### config.mk
export PLATFORM = sky130hd
export DESIGN_NAME = nvm_cfg_loader
export DESIGN_NICKNAME = d
export VERILOG_FILES = /design/src/rtl/nvm_ld_pkg.sv /design/src/rtl/nvm_ld_ctrl.sv /design/src/rtl/nvm_ld_addr.sv /design/src/rtl/nvm_ld_wr.sv /design/src/rtl/nvm_cfg_loader.sv
export SDC_FILE = /design/constraint.sdc
export NUM_CORES = 1
export LEC_CHECK = 0
export BUFFER_PORTS_ARGS = -buffer_cell sky130_fd_sc_hd__buf_2
export CAP_MARGIN = 20
export CORE_MARGIN = 5
export CORE_UTILIZATION = 43
export CTS_BUF_LIST = sky130_fd_sc_hd__clkbuf_16
export CTS_CLUSTER_DIAMETER = 100
export DETAILED_ROUTE_END_ITERATION = 16
export GPL_ROUTABILITY_DRIVEN = 0
export PLACE_DENSITY = 0.73
export SLEW_MARGIN = 20
export SYNTH_ARGS = -nofsm -noshare
export SYNTH_HDL_FRONTEND = slang
export SYNTH_SLANG_ARGS = --single-unit
### constraint.sdc
create_clock -name clk -period 1.62 [get_ports clk]
set_input_delay 0.081 -clock clk [delete_from_list [all_inputs] [get_ports clk]]
set_output_delay 0.081 -clock clk [all_outputs]
set_load 0.02 [all_outputs]
### src/rtl/nvm_ld_pkg.sv
package nvm_ld_pkg;
  typedef enum logic [2:0] {
    ST_SIG_RD,
    ST_SIG_CHK,
    ST_WALK,
    ST_DRAIN,
    ST_FIN,
    ST_DONE
  } ld_state_e;
endpackage

### src/rtl/nvm_ld_ctrl.sv
module nvm_ld_ctrl
  import nvm_ld_pkg::*;
#(
  parameter int A_LEN = 16,
  parameter int B_LEN = 8,
  parameter int IDX_W = 5
) (
  input  logic             clk,
  input  logic             rst_n,
  input  logic             sig_ok,
  output ld_state_e        st,
  output logic [IDX_W-1:0] idx,
  output logic             applied
);
  localparam int TOTAL = A_LEN + B_LEN;
  localparam logic [IDX_W-1:0] LAST = IDX_W'(TOTAL - 1);

  always_ff @(posedge clk) begin
    if (!rst_n) begin
      st      <= ST_SIG_RD;
      idx     <= '0;
      applied <= 1'b0;
    end else begin
      case (st)
        ST_SIG_RD:  st <= ST_SIG_CHK;
        ST_SIG_CHK: begin
          idx <= '0;
          if (sig_ok) begin
            applied <= 1'b1;
            st      <= ST_WALK;
          end else begin
            st <= ST_DONE;
          end
        end
        ST_WALK: begin
          if (idx == LAST) st <= ST_DRAIN;
          else             idx <= idx + 1'b1;
        end
        ST_DRAIN: st <= ST_FIN;
        ST_FIN:   st <= ST_DONE;
        ST_DONE:  st <= ST_DONE;
        default:  st <= ST_SIG_RD;
      endcase
    end
  end
endmodule

### src/rtl/nvm_ld_addr.sv
module nvm_ld_addr
  import nvm_ld_pkg::*;
#(
  parameter int              ADDR_W   = 8,
  parameter int              IDX_W    = 5,
  parameter int              A_LEN    = 16,
  parameter int              B_LEN    = 8,
  parameter logic [ADDR_W-1:0] A_BASE   = 8'h10,
  parameter logic [ADDR_W-1:0] B_BASE   = 8'h2C,
  parameter logic [ADDR_W-1:0] SIG_ADDR = 8'h37
) (
  input  ld_state_e         st,
  input  logic [IDX_W-1:0]  idx,
  output logic              rd_en,
  output logic              walk_rd,
  output logic [ADDR_W-1:0] rd_addr,
  output logic              in_b
);
  logic [ADDR_W-1:0] walk_addr;

  generate
    if (B_LEN == 0) begin : g_one_range
      assign in_b      = 1'b0;
      assign walk_addr = A_BASE + ADDR_W'(idx);
    end else begin : g_two_ranges
      logic [IDX_W-1:0] b_off;
      assign in_b      = (idx >= IDX_W'(A_LEN));
      assign b_off     = idx - IDX_W'(A_LEN);
      assign walk_addr = in_b ? (B_BASE + ADDR_W'(b_off)) : (A_BASE + ADDR_W'(idx));
    end
  endgenerate

  assign walk_rd = (st == ST_WALK);
  assign rd_en   = walk_rd || (st == ST_SIG_RD);
  assign rd_addr = (st == ST_SIG_RD) ? SIG_ADDR : walk_addr;
endmodule

### src/rtl/nvm_ld_wr.sv
module nvm_ld_wr #(
  parameter int ADDR_W   = 8,
  parameter int DATA_W   = 16,
  parameter int FLAG_BIT = 15
) (
  input  logic              clk,
  input  logic              rst_n,
  input  logic              take,
  input  logic [ADDR_W-1:0] take_addr,
  input  logic              take_flt,
  input  logic [DATA_W-1:0] rd_data,
  output logic              wr_en,
  output logic [ADDR_W-1:0] wr_addr,
  output logic [DATA_W-1:0] wr_data
);
  logic              pend_v;
  logic              pend_f;
  logic [ADDR_W-1:0] pend_a;

  always_ff @(posedge clk) begin
    if (!rst_n) begin
      pend_v  <= 1'b0;
      pend_f  <= 1'b0;
      pend_a  <= '0;
      wr_en   <= 1'b0;
      wr_addr <= '0;
      wr_data <= '0;
    end else begin
      pend_v  <= take;
      pend_f  <= take_flt;
      pend_a  <= take_addr;
      wr_en   <= pend_v && (!pend_f || rd_data[FLAG_BIT]);
      wr_addr <= pend_a;
      wr_data <= rd_data;
    end
  end
endmodule

### src/rtl/nvm_cfg_loader.sv
module nvm_cfg_loader
  import nvm_ld_pkg::*;
#(
  parameter int              ADDR_W    = 8,
  parameter int              DATA_W    = 16,
  parameter int              A_LEN     = 16,
  parameter int              B_LEN     = 8,
  parameter logic [ADDR_W-1:0] A_BASE    = 8'h10,
  parameter logic [ADDR_W-1:0] B_BASE    = 8'h2C,
  parameter logic [ADDR_W-1:0] SIG_ADDR  = 8'h37,
  parameter logic [DATA_W-1:0] SIG_VALUE = 16'hAA55,
  parameter int              FLAG_BIT  = 15
) (
  input  logic              clk,
  input  logic              rst_n,
  output logic              nvm_rd_en,
  output logic [ADDR_W-1:0] nvm_rd_addr,
  input  logic [DATA_W-1:0] nvm_rd_data,
  output logic              reg_wr_en,
  output logic [ADDR_W-1:0] reg_wr_addr,
  output logic [DATA_W-1:0] reg_wr_data,
  output logic              host_hold,
  output logic              load_done,
  output logic              load_applied
);
  localparam int IDX_W = $clog2(A_LEN + B_LEN + 1);

  ld_state_e        st;
  logic [IDX_W-1:0] idx;
  logic             applied_q;
  logic             walk_rd;
  logic             in_b;
  logic             sig_ok;

  assign sig_ok = (nvm_rd_data == SIG_VALUE);

  nvm_ld_ctrl #(.A_LEN(A_LEN), .B_LEN(B_LEN), .IDX_W(IDX_W)) u_ctrl (
    .clk(clk), .rst_n(rst_n), .sig_ok(sig_ok),
    .st(st), .idx(idx), .applied(applied_q)
  );

  nvm_ld_addr #(
    .ADDR_W(ADDR_W), .IDX_W(IDX_W), .A_LEN(A_LEN), .B_LEN(B_LEN),
    .A_BASE(A_BASE), .B_BASE(B_BASE), .SIG_ADDR(SIG_ADDR)
  ) u_addr (
    .st(st), .idx(idx), .rd_en(nvm_rd_en), .walk_rd(walk_rd),
    .rd_addr(nvm_rd_addr), .in_b(in_b)
  );

  nvm_ld_wr #(.ADDR_W(ADDR_W), .DATA_W(DATA_W), .FLAG_BIT(FLAG_BIT)) u_wr (
    .clk(clk), .rst_n(rst_n), .take(walk_rd), .take_addr(nvm_rd_addr),
    .take_flt(in_b), .rd_data(nvm_rd_data),
    .wr_en(reg_wr_en), .wr_addr(reg_wr_addr), .wr_data(reg_wr_data)
  );

  assign load_done    = (st == ST_DONE);
  assign host_hold    = !load_done;
  assign load_applied = applied_q && load_done;
endmodule

# --- Word-level counts from Yosys, hierarchy flattened ---
# Index checks and enable logic that the tools add are counted.
classes:
  addsub: 4
  mul: 0
  div: 0
  order_cmp: 1
  eq_ne: 9
  n_shift: 0
  muxes: 7
  bitwise_logic: 0
  reduce_logical: 11
ops:
  columns: ["cell", "n"]
  rows:
  - ["$eq 16x16->1 const B", 1]
  - ["$mux 8", 2]
  - ["$pmux 3 s5", 1]
  - ["$pmux 5 s2", 1]
  - ["$add 6x5->7 const A", 1]
  - ["$add 5x5->6 const A", 1]
  - ["$eq 3x2->1 const B", 2]
  - ["$eq 3x3->1 const B", 2]
  - ["$mux 3", 2]
  - ["$add 5x1->5 const B", 1]
  - ["$eq 5x5->1 const B", 1]
  - ["$ge 5x5->1 const B", 1]
  - ["$mux 5", 1]
  - ["$sub 5x5->5 const B", 1]
  - ["$ne 2x2->1 const B", 2]
  - ["$reduce_and 2->1", 2]
  - ["$eq 3x1->1 const B", 1]
  - ["$logic_not 3->1", 1]
  - ["$logic_and 1x1->1", 2]
  - ["$logic_not 1->1", 2]
  - ["$logic_or 1x1->1", 2]
  - ["$reduce_bool 2->1", 1]
  - ["$reduce_or 2->1", 1]
word_totals:
  register_bits: 44
  latch_bits: 0
  ramBits: 0
  romBits: 0
  word_cells: 41
  mem_count: 0

# --- Longest topological paths before layout ---
# Gate-level depths: netlist (run 1).
logic_depth:
  depth_word: 4
  depth_mapped: 6

# --- By module ---
# From an unflattened synthesis (run 1), not the netlist that was laid out.
unflattened:
  cells_unflattened: 159
  area_unflattened_um2: 1652.8
by_module_without_submodules:
  columns: ["module", "instances", "cells_each", "area_each_um2"]
  rows:
  - ["nvm_ld_wr", 1, 75, 964.7]
  - ["nvm_ld_ctrl", 1, 51, 455.4]
  - ["nvm_ld_addr", 1, 24, 155.1]
  - ["nvm_cfg_loader", 1, 9, 77.6]

# --- Worst setup path before layout (run 1) ---
# No wires, ideal clock.
synth_path:
  path_kind: "reg2reg"
  start: "reg u_ctrl.st[1]"
  end: "reg u_ctrl.idx[3]"
  setup_time_ns: 0.086
  arrival_time_ns: 1.599
  slack_ns: -0.065
  path_stages_with_launch: 6
  synth_period_minus_slack_ns: 1.685
  cell_sequence: "dfxtp_1 > buf_4 > or3b_1 > buf_6 > or4_1 > a211oi_1"
synth_between:
  elab_chain_len: 3
synth_rtl:
  columns: ["item", "line_no", "text"]
  rows:
  - ["start: declaration", "nvm_ld_ctrl.sv:11", "output ld_state_e st,"]
  - ["start signal: assignment", "nvm_ld_ctrl.sv:20", "st <= ST_SIG_RD;"]
  - ["start signal: assignment", "nvm_ld_ctrl.sv:25", "ST_SIG_RD: st <= ST_SIG_CHK;"]
  - ["start signal: assignment", "nvm_ld_ctrl.sv:30", "st <= ST_WALK;"]
  - ["$eq 3x2->1 or $eq 3x1->1 (tied branches)", "nvm_ld_ctrl.sv:24", "case (st)"]
  - ["$ne 2x2->1 (no line) or $reduce_bool 2->1 (tied branches)", null, null]
  - ["$reduce_and 2->1 (no line)", null, null]
  - ["end signal: assignment", "nvm_ld_ctrl.sv:37", "else idx <= idx + 1'b1;"]
  - ["end: declaration", "nvm_ld_ctrl.sv:12", "output logic [IDX_W-1:0] idx,"]
# Parallel ways exist; a longest one is shown, timed or not.
# A chain may end at the register's enable or synchronous reset.

# --- Worst setup path after layout (run 1) ---
layout_path:
  start: "reg u_ctrl.idx[2]"
  end: "out nvm_rd_addr[4]"
layout_between:
  elab_chain_len: 4
layout_rtl:
  columns: ["item", "line_no", "text"]
  rows:
  - ["$sub 5x5->5", "nvm_ld_addr.sv:28", "assign b_off = idx - IDX_W'(A_LEN);"]
  - ["$add 6x5->7", "nvm_ld_addr.sv:29", "assign walk_addr = in_b ? (B_BASE + ADDR_W'(b_off)) : (A_BASE + ADDR_W'(idx));"]
  - ["$mux 8 (*)", "nvm_ld_addr.sv:29", null]
  - ["$mux 8 (*)", "nvm_ld_addr.sv:35", "assign rd_addr = (st == ST_SIG_RD) ? SIG_ADDR : walk_addr;"]
  - ["end: declaration", "nvm_cfg_loader.sv:17", "output logic [ADDR_W-1:0] nvm_rd_addr,"]
# Mark *: on every way between the ends. The rest lies on a longest branch, timed or not.

==> impl_metrics.toml, run 1 <==
[power]
total_power_mw = 2.23
vdd.ir_drop.worst_mv = 0.418
total_leakage_power_nw = 1.02
power.density_nw_per_um2 = 1020

[final_layout]
fillers = 293
fin_nets = 246
antenna_cells = 0
layout-drive-gt1-share_pct = 42.8
area_delta_synth_final_pct = 39.8
regArea_sq_um = 845
multi_input_area_sq_um = 724

[worst_setup_path]
worst-setup-path-type = "reg2out"
start_kind = "register"
setup.worst_path.start = "u_ctrl.idx[2]"
cp-endpoint = "nvm_rd_addr[4]"
rrSetupSlack_ns = -0.06
worstPathRequired_ns = 1.54
r2r_cells = 7
end_kind = "primary output"
crit_fanout = 2
timing.rr.start = "u_ctrl.idx[3]"
r2r_end = "u_ctrl.idx[4]"
arrival_ns = 1.62

[sta]
slew_headroom_pct = 66.5
setup-violations-final = 2
clock.fmax_mhz = 589
fin_tns_setup_ns = -0.134
rsz0062_at_grt = "yes"
fin_skew_ns = 0.00865
finalCriticalPeriod_ns = 1.70
fin_ws_ns = -0.0764
period_share_pct = 105
hold_violations = 0
drv_slew = 0
worst_slew_pin_slew_ns = 0.501

[synthesis]
synth_top_area_share_pct = 53.5
synth_cell_types = 34
netlist_instances = 158
synthMuxAreaShare_pct = 1.27
yosys_warnings = 0
synth_edf_count = 0
synth_xor_area_share_pct = 0.558
synth_area_sq_um = 1570
ys_async_sr_fraction_pct = 0
synth_area_leader_cell = "dfxtp_1"
synth.area.top_cells = "dfxtp_1, and2_1, ha_1, nor4bb_1, a21oi_1"
ys_ff_latch = 42
synth_compound_area_share_pct = 8.29
synth_top_family_by_area = "simple AND/OR/NAND/NOR gates"
synth_common_cells = "dfxtp_1, and2_1, clkbuf_1, inv_1, nand2_1"
synthMostInstantiatedCell = "dfxtp_1"
synthFlopType = "dfxtp_1"
synth_simple_gate_area_share_pct = 24.1
ys_seq_area_share_pct = 53.5
yosys.area_share.adder_pct = 5.58
syn_avg_cell_area_sq_um = 9.94

[clock_tree]
cts_root_buffer = "clkbuf_16"
worstSkewPairLatency_ns = 0.28
numCtsBuffers = 5
cts_sinks = 42
hold_buffers = 0
cts_tree = "done"
clock_path_buffers = 2
clk_pin_slew_ns = 0.06
htree_levels = 2

[global_routing]
grt_first_pass_wirelength_mm = 5.62
grt_usage_pct = 14.3
grt_start_max_net_pins = 33
grt_overflow = 0
grt_pass1_vias = 1242
antenna_found_initial = 0

[detailed_routing]
dr.pass1.iters = 4
drt_iter0_drc = 102
antenna_left = 0
via_count = 1288
viasPerCell = 4.77
drc_errors = 0
avgRoutedWirePerCell_um = 13.9
wl_mm = 3.75

[floorplan]
die-area_sq_um = 4960
start_util_pct = 43.5
ios = 55
die_h_um = 70.4
core-area_sq_um = 3610
die_w_um = 70.4
rows = 22

[placed_design]
io_buffers = 52
hpwl_mm = 2.31
pre_cts_slack_ns = 0.0607

[worst_hold_path]
hold_depth = 2
hold_path_class = "in2reg"

[outcome]
violations = "negative setup slack"
status = "finished, violations left"

[run]
max_cap_violations = 0
cell families (layout without fill, tap and decap cells):
group | count (synthesis) | in the layout
simple gates | 63 | 64
flops | 42 | 42
other cells | 1 | 2
mux | 2 | 2
xor+xnor | 1 | 1
compound gates | 20 | 20
buf+inv | 22 | 84
fa+ha+maj | 7 | 7
metal layers:
| layer | GRT usage (%) | routed length, um |
|---|---|---|
| met3 | 4.17 | 280 |
| met2 | 23.7 | 1910 |
| met4 | 8.94 | 74 |
| met5 | 0 | 0 |
| met1 | 16.0 | 1480 |
how the worst min path moves through the flow:
stage | startpoint | to | slack (ns)
after floorplan | nvm_rd_data[0] | u_wr.wr_data[0] | 0.20
after global placement | nvm_rd_data[9] | u_wr.wr_data[9] | 0.30
after detailed placement | nvm_rd_data[6] | u_wr.wr_data[6] | 0.30
after CTS | nvm_rd_data[9] | u_wr.wr_data[9] | 0.008
after global routing | nvm_rd_data[0] | u_wr.wr_data[0] | 0.01
final | nvm_rd_data[0] | u_wr.wr_data[0] | 0.009
critical path: stages (launching register included):
cell	delay (ns)
dfxtp_2	0.35
inv_2	0.06
ha_4	0.17
inv_4	0.06
ha_4	0.18
or3_4	0.37
buf_6	0.14
area by class of cell:
class	instances	share of cell area (%)
repair buffers	67	17.7
multi-input cells	96	33.0
clock inverters	3	0.741
flip-flops and latches	42	38.5
well taps	48	2.74
inverters	9	1.65
clock buffers	5	5.70
registers in the layout (all words and copies together), names as in the netlist:
name and flops:
u_ctrl.applied 1, u_ctrl.idx 5, u_ctrl.st 3, u_wr.pend_a 7, u_wr.pend_f 1, u_wr.pend_v 1, u_wr.wr_addr 7, u_wr.wr_data 16
u_wr.wr_en 1
metrics by stage:
step	std cells	hold WS, ns	util (%)	area (sq um)
6_report	270	0.00878	60.9	2190
5_1_grt	270	0.0119	60.9	2190
4_1_cts	269	0.00763	59.3	2140
3_5_place_dp	256	0.298	53.0	1910
3_3_place_gp	256	0.296	53.0	1910
2_1_floorplan	159	0.203	-	1580
power by group:
part	switching (mW)	leakage, nW	internal (mW)	total [mW]
sequential	0.00852	0.347	1.07	1.08
clock	0.393	0.0672	0.562	0.955
combinational	0.122	0.602	0.0782	0.201
total	0.524	1.02	1.71	2.23
placed cells by master, fill, tap and decap left out, drive strengths merged:
| cell type | instances |
|---|---|
| a2111oi | 1 |
| a211oi | 2 |
| a21oi | 7 |
| a31oi | 1 |
| and2 | 26 |
| and3 | 2 |
| buf | 67 |
| clkbuf | 5 |
| clkinv | 2 |
| clkinvlp | 1 |
| conb | 2 |
| dfxtp | 42 |
| ha | 7 |
| inv | 9 |
| mux2i | 2 |
| nand2 | 9 |
| nand3 | 4 |
| nand3b | 1 |
| nand4 | 1 |
| nor2 | 5 |
| nor3 | 2 |
| nor3b | 3 |
| nor4bb | 4 |
| o211a | 1 |
| o211ai | 1 |
| o21ai | 3 |
| o22ai | 1 |
| o311a | 1 |
| o31a | 1 |
| o31ai | 1 |
| or3 | 4 |
| or3b | 2 |
| or4 | 1 |
| xnor2 | 1 |
what timing repair did:
action / 4_1_cts / 5_1_grt
endpoints found under the setup margin: 4 / 7
pin swaps: 4 / 7
gates resized for setup: 14 / 12
setup buffers: 4 / 1
gates cloned: 1 / 0
No activity file was read; power rests on OpenSTA's default activity.
==> run 2: changes to the inputs <==
==> constraint.sdc (replaced) <==
create_clock -name clk -period 1.4 [get_ports clk]
set_input_delay 0.07 -clock clk [delete_from_list [all_inputs] [get_ports clk]]
set_output_delay 0.07 -clock clk [all_outputs]
set_load 0.02 [all_outputs]
==> run 2 against run 1 <==
The flow finishes with violations (negative hold slack, negative setup slack). Wire length grew 14%. Register-to-register slack got worse by 0.09 ns. Setup slack lost 0.20 ns. Die area unchanged. Combinational power is 42% higher. Largest cell class unchanged. Highest routed layer unchanged.
==> impl_metrics.toml, run 2 (synthesized netlist as in run 1, its figures left out) <==
[worst_setup_path]
end_kind = "primary output"
cp_slowest_cell = "or3_4"
cp_cell_sequence = "inv_4 > ha_4 > inv_4 > ha_4 > or3_4 > buf_6"
setup.worst_path.start = "u_ctrl.idx[2]"
arrival_ns = 1.60
worstPathRequired_ns = 1.33
critPathMaxStageDelay_ns = 0.36
start_kind = "register"
worst-setup-path-type = "reg2out"
crit_fanout = 2
timing.rr.start = "u_ctrl.idx[3]"

[clock_tree]
clock_path_buffers = 2
clk_pin_slew_ns = 0.06
numCtsBuffers = 5
cts_sinks = 42
htree_levels = 2
cts_tree = "done"
worstSkewPairLatency_ns = 0.28
cts_root_buffer = "clkbuf_16"

[sta]
drv_slew = 0
finalCriticalPeriod_ns = 1.67
fin_ws_ns = -0.271
whs_ns = -0.00146
clock.fmax_mhz = 598
period_share_pct = 119
fin_skew_ns = 0.00223
setup-violations-final = 10
hold_violations = 1
rsz0062_at_grt = "yes"
fin_tns_setup_ns = -1.08

[worst_hold_path]
hold_path_class = "in2reg"
hp-start = "nvm_rd_data[11]"

[global_routing]
grt_overflow = 0
grt_pass1_vias = 1334
grt_start_max_net_pins = 35
grt_usage_pct = 15.5
grt_first_pass_wirelength_mm = 6.04
antenna_found_initial = 0

[detailed_routing]
wl_mm = 4.27
avgRoutedWirePerCell_um = 15.1
antenna_left = 0
via_count = 1376
drc_errors = 0
drt_iter0_drc = 100
viasPerCell = 4.88
dr.pass1.iters = 4

[floorplan]
die_w_um = 70.4
die-area_sq_um = 4960
die_h_um = 70.4
ios = 55
core-area_sq_um = 3610
rows = 22
start_util_pct = 43.5

[outcome]
violations = "negative hold slack, negative setup slack"
status = "finished, violations left"

[placed_design]
io_buffers = 52
hpwl_mm = 2.50
pre_cts_slack_ns = -0.0613
dpl.cell_count = 266

[final_layout]
layout_commonest_cell = "buf_2"
fin_nets = 258
final_cells = 282
fillers = 253
layout-drive-gt1-share_pct = 51.7
area_delta_synth_final_pct = 56.5
largest_reg_flops = 16
regMostFlops = "u_wr.wr_data"
top_regs = "u_wr.wr_data (16), u_wr.pend_a (7), u_wr.wr_addr (7)"
layout_common_cells = "buf_2, dfxtp_1, and2_1"
antenna_cells = 0
fin_util_pct = 68.1

[power]
total_leakage_power_nw = 1.11
power.density_nw_per_um2 = 1070
vdd.ir_drop.worst_mv = 0.644

[run]
max_cap_violations = 0
-- run 2: cell count changes in the layout (fill, tap and decap cells not counted), moves of 2 or more --
cell | previous run | this run
ha_1 | 3 | 1
buf_4 | 16 | 21
buf_6 | 2 | 14
inv_4 | 1 | 3
buf_2 | 49 | 44
dfxtp_1 | 39 | 37
nand2_4 | 0 | 3
ha_4 | 3 | 5
or3b_4 | 0 | 2
nand2_1 | 9 | 5
-- run 2: report_power, final --
part | switching, mW | leakage [nW] | internal [mW]
Combinational | 0.160 | 0.689 | 0.126
Sequential | 0.0102 | 0.347 | 1.24
Clock | 0.452 | 0.0716 | 0.651
Total | 0.622 | 1.11 | 2.01
-- run 2: through the flow --
| stage | instance area [sq um] | power (mW) |
|---|---|---|
| after CTS | 2340 | 2.62 |
| after global placement | 2010 | 1.51 |
| final | 2460 | 2.64 |
| after global routing | 2460 | 2.72 |
| after detailed placement | 2010 | 1.51 |
| after floorplan | 1620 | 1.41 |
-- run 2: layout make-up --
type                       instances  area, sq um  share of cell area (%)
clock buffer                       5          125                    5.09
multi-input combinational         95          823                    33.5
sequential                        42          850                    34.6
timing repair buffer              80          546                    22.2
inverter                           9         38.8                    1.58
tap                               48         60.1                    2.44
clock inverter                     3         15.0                   0.611
-- run 2: timing repair --
action / CTS / global route
endpoints found under the hold margin: 1 / 0
resized for setup: 36 / 22
buffers inserted: 5 / 3
setup endpoints to repair: 9 / 16
pin swaps: 11 / 7
hold buffers: 1 / 0
-- run 2: final timing paths --
check	to	slack, ns	cells after the start
setup / recovery	nvm_rd_addr[4]	-0.27	6
hold / removal	u_wr.wr_data[11]	-0.001	2
setup reg to reg	u_ctrl.idx[3]	-0.15	6
hold reg to reg	u_wr.wr_en	0.40	1
-- run 2: worst max-delay path, delay by kind of cell (launching register included) --
family        cells  cell delay [ns]
simple gates      1             0.36
fa+ha+maj         2             0.37
flops             1             0.35
buf+inv           3             0.24
-- run 2: metal layers --
layer  global-route usage (%)  share of wire (%)  up-vias
met5                        0                  0        -
met4                     6.38                3.5        0
met3                     4.60                3.9       13
met2                     27.0                 52       29
met1                     17.4                 40      665
li1                         -                  -      669
==> run 3: changes to the inputs <==
--- a/config.mk
+++ b/config.mk
@@ -14,6 +14,7 @@
 export DETAILED_ROUTE_END_ITERATION = 16
 export GPL_ROUTABILITY_DRIVEN = 0
 export PLACE_DENSITY = 0.73
+export SKIP_LAST_GASP = 1
 export SLEW_MARGIN = 20
 export SYNTH_ARGS = -nofsm -noshare
 export SYNTH_HDL_FRONTEND = slang
==> run 3 against run 2 <==
The run ends with negative setup slack left. First-iteration DRC count grew 4.0%. Register-to-register slack got worse by 0.06 ns. Flip-flop and latch count stayed put. Utilization decreased by 0.10 points. Power shrank 0.37%. Via count shrank 0.87%. Critical path depth stayed put. Count of clock-buffer cells in the layout unchanged. Critical path type unchanged. Largest cell class unchanged. Largest power group unchanged.
==> impl_metrics.toml, run 3 (synthesized netlist as in run 1, its figures left out) <==
[clock_tree]
clk_pin_slew_ns = 0.06
cts_root_buffer = "clkbuf_16"
numCtsBuffers = 5
clock_path_buffers = 2
worstSkewPairLatency_ns = 0.28
cts_tree = "done"
cts_sinks = 42
htree_levels = 2

[worst_hold_path]
hp-start = "nvm_rd_data[11]"
holdPathEnd = "u_wr.wr_data[11]"
hold_depth = 2
hold_path_class = "in2reg"

[global_routing]
grt_usage_pct = 15.3
grt_pass1_vias = 1296
grt_first_pass_wirelength_mm = 5.99
grt_start_max_net_pins = 35
grt_overflow = 0
antenna_found_initial = 0

[final_layout]
fillers = 267
regArea_sq_um = 852
largest_reg_flops = 16
layout-drive-gt1-share_pct = 51.7
fin_nets = 258
layout_commonest_cell = "buf_2"
antenna_cells = 0
area_delta_synth_final_pct = 56.3
layout_common_cells = "buf_2, dfxtp_1, and2_1"
top_regs = "u_wr.wr_data (16), u_wr.pend_a (7), u_wr.wr_addr (7)"
regMostFlops = "u_wr.wr_data"
multi_input_area_sq_um = 826

[sta]
rsz0062_at_grt = "yes"
finalCriticalPeriod_ns = 1.63
fin_tns_setup_ns = -1.09
fin_ws_ns = -0.227
clock.fmax_mhz = 615
fin_skew_ns = 0.00522
hold_violations = 0
period_share_pct = 116
setup-violations-final = 9
drv_slew = 0

[placed_design]
io_buffers = 52
hpwl_mm = 2.50
pre_cts_slack_ns = -0.0613

[outcome]
status = "finished, violations left"
violations = "negative setup slack"

[detailed_routing]
antenna_left = 0
drt_iter0_drc = 104
dr.pass1.iters = 4
wl_mm = 4.01
viasPerCell = 4.84
drc_errors = 0
avgRoutedWirePerCell_um = 14.2
via_count = 1364

[power]
total_power_mw = 2.63
power_frac_comb_pct = 10.8
p_sw_uw = 616
power.density_nw_per_um2 = 1070
p_clk_share_pct = 41.8
p_int_mw = 2.01
switching_share_pct = 23.4
total_leakage_power_nw = 1.11
p_seq_share_pct = 47.4
vdd.ir_drop.worst_mv = 0.731

[worst_setup_path]
rrSetupSlack_ns = -0.21
start_kind = "register"
worst-setup-path-type = "reg2out"
end_kind = "primary output"
crit_fanout = 2
r2r_end = "u_ctrl.idx[3]"
timing.rr.start = "u_ctrl.idx[3]"
r2r_cells = 6
arrival_ns = 1.56
worstPathRequired_ns = 1.33

[floorplan]
die_w_um = 70.4
ios = 55
die_h_um = 70.4
rows = 22
die-area_sq_um = 4960
core-area_sq_um = 3610
start_util_pct = 43.5

[run]
max_cap_violations = 0
run 3: cell counts in the layout (fill, tap and decap cells not counted):
No cell type changed its count.
run 3: repair_timing:
action | in CTS | in global routing
cloned | 0 | 0
buffers inserted | 5 | 3
hold endpoints to repair | 1 | 0
pin swaps | 9 | 7
hold buffers | 1 | 0
setup endpoints to repair | 9 | 16
resized for setup | 29 | 29
run 3: power by group through the flow:
| stage | logic [mW] | registers [mW] | clock network [mW] |
|---|---|---|---|
| final | 0.283 | 1.24 | 1.10 |
| after global routing | 0.304 | 1.25 | 1.15 |
| after CTS | 0.264 | 1.25 | 1.11 |
| after detailed placement | 0.238 | 1.27 | 0 |
| after global placement | 0.236 | 1.27 | 0 |
| after floorplan | 0.101 | 1.31 | 0 |
run 3: critical path, cell delays in order (launching register included):
cell	delay [ns]
dfxtp_4	0.35
inv_4	0.06
ha_4	0.13
inv_4	0.03
ha_4	0.22
or3_4	0.33
buf_6	0.14
run 3: how the worst max path moves through the flow:
stage,start,endpoint,slack [ns]
after floorplan,u_ctrl.st[1],u_ctrl.idx[3],-0.15
after global placement,u_ctrl.idx[2],u_wr.pend_a[4],-0.04
after detailed placement,u_ctrl.idx[3],u_wr.pend_a[4],-0.06
after CTS,u_ctrl.idx[3],nvm_rd_addr[4],-0.20
after global routing,u_ctrl.idx[3],u_ctrl.idx[3],-0.28
final,u_ctrl.idx[3],nvm_rd_addr[4],-0.23
run 3: per-stage QoR:
stage / cell area, sq um / hold slack [ns] / utilization [%] / std cells
finish: 2450 / 0.00423 / 68.0 / 282
global route: 2450 / 0.00912 / 68.0 / 282
CTS: 2310 / 0.000585 / 64.1 / 279
detailed placement: 2010 / 0.285 / 55.8 / 266
global placement: 2010 / 0.284 / 55.8 / 266
floorplan: 1620 / 0.192 / - / 159
run 3: layout make-up:
cell class / instances / share of cell area, %
Clock inverter: 3 / 0.612
Tap cell: 48 / 2.45
Sequential cell: 42 / 34.7
Inverter: 9 / 1.68
Multi-Input combinational cell: 95 / 33.7
Timing Repair Buffer: 80 / 21.8
Clock buffer: 5 / 5.10
run 3: per-layer routing:
layer  track usage [%]  part of all wire [%]  vias up
met4              5.11                  0.75        0
met1              18.6                    43      673
met2              25.9                    53       19
met3              4.32                   3.5        2
met5                 0                     0        -
li1                  -                     -      670
